[config.mk]
export PLATFORM = sky130hd
export DESIGN_NAME = gate_drive_ctrl
export DESIGN_NICKNAME = d
export VERILOG_FILES = /design/src/rtl/gdc_pkg.sv /design/src/rtl/gdc_leg.sv /design/src/rtl/gdc_fault.sv /design/src/rtl/gate_drive_ctrl.sv
export SDC_FILE = /design/constraint.sdc
export NUM_CORES = 1
export LEC_CHECK = 0
export BUFFER_PORTS_ARGS = -buffer_cell sky130_fd_sc_hd__buf_4
export CAP_MARGIN = 20
export CORE_MARGIN = 2
export CORE_UTILIZATION = 55
export CTS_CLUSTER_DIAMETER = 60
export DETAILED_ROUTE_END_ITERATION = 12
export GPL_TIMING_DRIVEN = 1
export PLACE_DENSITY_LB_ADDON = 0.08
export SYNTH_ARGS = -nofsm -noshare
export SYNTH_HDL_FRONTEND = slang
export SYNTH_SLANG_ARGS = --single-unit
[constraint.sdc]
create_clock -name clk -period 2.2 [get_ports clk]
set_clock_uncertainty 0.2 [all_clocks]
set_input_delay 0.33 -clock clk [delete_from_list [all_inputs] [get_ports clk]]
set_output_delay 0.33 -clock clk [all_outputs]
set_load 0.05 [all_outputs]
[src/rtl/gdc_pkg.sv]
package gdc_pkg;
  typedef enum logic [1:0] {
    SIDE_OFF = 2'd0,
    SIDE_HI  = 2'd1,
    SIDE_LO  = 2'd2
  } side_e;
endpackage

[src/rtl/gdc_leg.sv]
module gdc_leg
  import gdc_pkg::*;
#(
  parameter int DEAD_CYC = 30
) (
  input  logic clk,
  input  logic rst,
  input  logic kill,
  input  logic cmd_h_n,
  input  logic cmd_l_n,
  output logic gate_h,
  output logic gate_l
);
  localparam int DW = $clog2(DEAD_CYC + 1);
  localparam logic [DW-1:0] DEAD_MAX = DW'(DEAD_CYC);

  side_e         cur_q;
  side_e         req;
  logic [DW-1:0] dcnt_q;

  always_comb begin
    if (!cmd_h_n && cmd_l_n)      req = SIDE_HI;
    else if (!cmd_l_n && cmd_h_n) req = SIDE_LO;
    else                          req = SIDE_OFF;
  end

  always_ff @(posedge clk) begin
    if (rst || kill) begin
      cur_q  <= SIDE_OFF;
      dcnt_q <= '0;
    end else if (cur_q == SIDE_OFF) begin
      if (dcnt_q == DEAD_MAX && req != SIDE_OFF) begin
        cur_q  <= req;
        dcnt_q <= '0;
      end else if (dcnt_q != DEAD_MAX) begin
        dcnt_q <= dcnt_q + 1'b1;
      end
    end else if (req != cur_q) begin
      cur_q  <= SIDE_OFF;
      dcnt_q <= '0;
    end
  end

  assign gate_h = (cur_q == SIDE_HI) && (req == SIDE_HI) && !kill;
  assign gate_l = (cur_q == SIDE_LO) && (req == SIDE_LO) && !kill;


  dead_done_chk: assert property (@(posedge clk) disable iff (rst)
    (cur_q != SIDE_OFF && $past(cur_q) == SIDE_OFF) |-> $past(dcnt_q) == DEAD_MAX);


  kill_idle_chk: assert property (@(posedge clk) disable iff (rst)
    $past(kill) |-> (cur_q == SIDE_OFF && dcnt_q == '0));
endmodule

[src/rtl/gdc_fault.sv]
module gdc_fault #(
  parameter int CLR_CYC = 100
) (
  input  logic clk,
  input  logic rst,
  input  logic trip,
  input  logic uv_lo,
  input  logic latch_mode,
  input  logic clr_req,
  output logic faulted
);
  localparam int CW = $clog2(CLR_CYC + 1);
  localparam logic [CW-1:0] CNT_LAST = CW'(CLR_CYC - 1);

  logic [CW-1:0] cnt_q;
  logic          flt_q;
  logic          src;

  assign src = trip | uv_lo;

  always_ff @(posedge clk) begin
    if (rst) begin
      flt_q <= 1'b0;
      cnt_q <= '0;
    end else if (src) begin
      flt_q <= 1'b1;
      cnt_q <= '0;
    end else if (flt_q) begin
      if (latch_mode) begin
        cnt_q <= '0;
        if (clr_req) flt_q <= 1'b0;
      end else if (cnt_q == CNT_LAST) begin
        flt_q <= 1'b0;
        cnt_q <= '0;
      end else begin
        cnt_q <= cnt_q + 1'b1;
      end
    end
  end

  assign faulted = flt_q;


  trip_sets_chk: assert property (@(posedge clk) disable iff (rst)
    $past(src) |-> flt_q);


  latch_clear_chk: assert property (@(posedge clk) disable iff (rst)
    ($fell(flt_q) && $past(latch_mode)) |-> $past(clr_req));
endmodule

[src/rtl/gate_drive_ctrl.sv]
module gate_drive_ctrl #(
  parameter int PHASES   = 3,
  parameter int DEAD_CYC = 30,
  parameter int CLR_CYC  = 100
) (
  input  logic              clk,
  input  logic              rst,
  input  logic [PHASES-1:0] cmd_hi_n,
  input  logic [PHASES-1:0] cmd_lo_n,
  input  logic              enable,
  input  logic              trip,
  input  logic              uv_lo,
  input  logic              latch_mode,
  input  logic              clr_req,
  output logic [PHASES-1:0] gate_hi,
  output logic [PHASES-1:0] gate_lo,
  output logic              fault_n
);
  logic faulted;
  logic kill;

  gdc_fault #(.CLR_CYC(CLR_CYC)) u_fault (
    .clk(clk), .rst(rst), .trip(trip), .uv_lo(uv_lo),
    .latch_mode(latch_mode), .clr_req(clr_req), .faulted(faulted)
  );

  assign kill    = trip | uv_lo | faulted | ~enable;
  assign fault_n = ~faulted;

  for (genvar g = 0; g < PHASES; g++) begin : g_leg
    gdc_leg #(.DEAD_CYC(DEAD_CYC)) u_leg (
      .clk(clk), .rst(rst), .kill(kill),
      .cmd_h_n(cmd_hi_n[g]), .cmd_l_n(cmd_lo_n[g]),
      .gate_h(gate_hi[g]), .gate_l(gate_lo[g])
    );


    no_shoot_chk: assert property (@(posedge clk) disable iff (rst)
      !(gate_hi[g] && gate_lo[g]));
  end


  enable_off_chk: assert property (@(posedge clk) disable iff (rst)
    !enable |-> (gate_hi == '0 && gate_lo == '0));


  uv_flag_chk: assert property (@(posedge clk) disable iff (rst)
    $past(uv_lo) |-> !fault_n);
endmodule

==> flow_summary.ini <==
[finish]
post_layout_nonfiller_instances = 291
num-nets-final = 277
layout_commonest_cell = sky130_fd_sc_hd__dfxtp_1
syn_to_final_growth_pct = 11.0
antenna_cells_inserted = 0
final_layout_size_suffix_gt1_share_pct = 15.1
fillerInstances = 291
layout_common_cells = 29 x sky130_fd_sc_hd__dfxtp_1, 25 x sky130_fd_sc_hd__nor2_1, 23 x sky130_fd_sc_hd__nand2_1, 20 x sky130_fd_sc_hd__buf_4, 19 x sky130_fd_sc_hd__ha_1

[global_routing]
maximum_number_of_pins_on_one_net_before_global_route_repair = 15
vias_in_the_first_global_route = 1489
globalRouteTotalUtil_pct = 19.7
number_of_antenna_violations_at_the_first_check_in_global_routing = 0
grt_pass1_wl_um = 6290
overflow = 0

[worst_setup_path]
cp_slowest_cell = sky130_fd_sc_hd__dfxtp_1
crit_type = register to output pin
end_kind = output pin
ordered_cell_list_for_the_critical_path = inv_2, nand3_2, nor3_1, buf_4
buffers_inverters_on_critical_path = 2
crit_path_max_incr_delay_ps = 390
critical_path.startpoint_type = register
reg2reg_slack_ps = 150
timing.critical_path.max_delay_family = simple AND/OR/NAND/NOR gates
worst_endpoint_data_arrival_time_ps = 1560
cp_max_fo = 8
critical_path_required_ps = 1670

[floorplan]
rows = 21
die_h_um = 62.2
initial_core_util_pct = 56.7
ios = 20
die_area_um2 = 3870
chipWidth_um = 62.2
fp.coreArea_um2 = 3280

[synthesis]
yosysSeqAreaShare_pct = 31.2
share_of_cell_area_taken_by_muxes_after_synthesis_pct = 0.538
synth_top_family_by_area = simple AND/OR/NAND/NOR gates
synth.ff_latch_count = 29
avgSynthCellArea_um2 = 8.02
yosys.area_share.simple_pct = 26.5
yosysWarningCount = 0
synthesis.nets = 264
post_synth_instance_area_um2 = 1860
synth_compound_area_share_pct = 18.5
postSynthCellCount = 232
ys_types = 39
synth_fa_ha_area_share_pct = 12.8
synthXorXnorAreaFrac_pct = 3.76

[job]
maxCapViolations = 0

[status]
run_status = complete, no violations

[route]
detail-route-antenna-nets = 0
drt_iter0_drc = 83
number_of_remaining_drc_errors = 0
first_pass_iters = 4
viasPerCell = 5.63
routed_wire_length_per_instance_um = 12.7
via_count = 1637
routed_wl_um = 3700

[cts]
post_cts.repair.setup_buffers = 0
path_clk_slew_ps = 90
tritoncts_clock_tree = built
htree_num_levels = 2
clock-root-buffer = sky130_fd_sc_hd__clkbuf_4
clock_sinks = 29
clock_network_latency_to_the_later_pin_of_the_worst_skew_pair_ps = 310
ctsLongestPathBuffers = 2
cts_inserted_buffers = 5

[pwr]
worst_ir_drop_vdd_mv = 0.335
p_total_w = 0.000940
power.density_nw_per_um2 = 455
total_leakage_power_nw = 0.842

[timing]
timing.max_slew.rel_slack_pct = 67.8
final-hold-violation-count = 0
fin_crit_sh_pct = 95.0
tightest_slew_ps = 482
maxSlewViolCount = 0
clock.fmax_mhz = 479
min_period_ps = 2090
grt_setup_unrepaired = false
setup-violations-final = 0
finalSetupTns_ps = 0

[placed_design]
place_inst = 283
numPortBuffers = 19
detailed_place_hpwl_um = 2780
gp_routability_congestion = 0.816

[min_path]
min-delay-path-class = input port to register
-- synth_stat cells, drive strengths merged --
cell     instances  area [um^2]
a211oi           5         37.5
a21boi           1         7.51
a21oi           17         88.8
a221oi           2         17.5
a22oi            3         50.1
a2bb2oi          1         8.76
a31oi            5         31.3
a41oi            2         17.5
and3             5         31.3
buf             10         65.1
clkbuf           5         18.8
dfxtp           29          581
ha              19          238
inv             11         41.3
mux2i            1         10.0
nand2           23         86.3
nand2b           1         6.26
nand3            7         35.0
nand4            7         56.3
nor2            25         93.8
nor2b            6         37.5
nor3            12         60.1
nor4             1         6.26
nor4b            1         8.76
o211a            1         10.0
o211ai           1         7.51
o21a             1         7.51
o21ai           12         60.1
or2              1         6.26
or3              7         43.8
or3b             2         22.5
xnor2            5         43.8
xor2             3         26.3
-- cell type report --
type / instances / area [um^2] / area share (%)
inverter: 11 / 41.3 / 2.00
sequential: 29 / 581 / 28.1
timing repair buffer: 21 / 160 / 7.75
tap: 46 / 57.6 / 2.79
multi-input combinational: 177 / 1170 / 56.7
clock buffer: 7 / 55.1 / 2.67
-- where the power goes --
part,switching [W],internal [W]
Sequential,0.00000492,0.000527
Clock,0.000173,0.000151
Combinational,0.0000456,0.0000380
-- path summary, 6_finish.rpt --
| kind | end | start | cells after the start |
|---|---|---|---|
| min | u_fault.faulted$_SDFF_PP0_ | trip | 3 |
| min reg2reg | g_leg[0].u_leg.dcnt_q[4]$_SDFFE_PP0P_ | g_leg[0].u_leg.dcnt_q[4]$_SDFFE_PP0P_ | 1 |
| max reg2reg | g_leg[1].u_leg.dcnt_q[4]$_SDFFE_PP0P_ | g_leg[1].u_leg.dcnt_q[0]$_SDFFE_PP0P_ | 7 |
| max | gate_lo[0] | u_fault.faulted$_SDFF_PP0_ | 4 |
-- sequential cells by signal, indices dropped and copies added, names as in the netlist --
register,cells
g_leg.u_leg.cur_q,6
g_leg.u_leg.dcnt_q,15
u_fault.cnt_q,7
u_fault.faulted,1
-- layer usage --
layer | global-route usage [%] | share of wire [%] | up-vias
met5 | 0 | 0 | -
met4 | 7.22 | 1.7 | 0
met3 | 4.89 | 4.3 | 8
met2 | 32.6 | 49 | 46
met1 | 24.9 | 45 | 747
li1 | - | - | 836
-- tightest hold or removal path: cells and delay by family --
kind                   cells  cell delay, ps
AO/OA/AOI/OAI              1             110
buffers and inverters      1              80
AND/OR/NAND/NOR            1              50
-- cell families (layout without fill, tap and decap cells) --
logic type / Yosys count / count (layout)
and+or+nand+nor: 98 / 98
AOI/OAI and AO/OA: 51 / 51
buffers and inverters: 26 / 39
DFF: 29 / 29
muxes: 1 / 1
adders and majority gates: 19 / 19
xor gates and xnor gates: 8 / 8
-- timing repair --
item / 4_1_cts / 5_1_grt
endpoints found under the setup margin: 3 / 2
gates resized for setup: 1 / 2
gates cloned: 0 / 0
hold buffers: 1 / 0
endpoints found under the hold margin: 1 / 0
-- through the flow --
step	hold WS, ps	setup slack [ps]	utilization [%]	area [um^2]
floorplan	199	304	-	1860
global placement	283	197	60.5	1990
detailed placement	292	170	60.5	1990
CTS	86.6	80.1	62.6	2060
global route	93.8	3.47	62.9	2070
finish	95.9	111	62.9	2070
No activity file was read; power rests on OpenSTA's default activity.
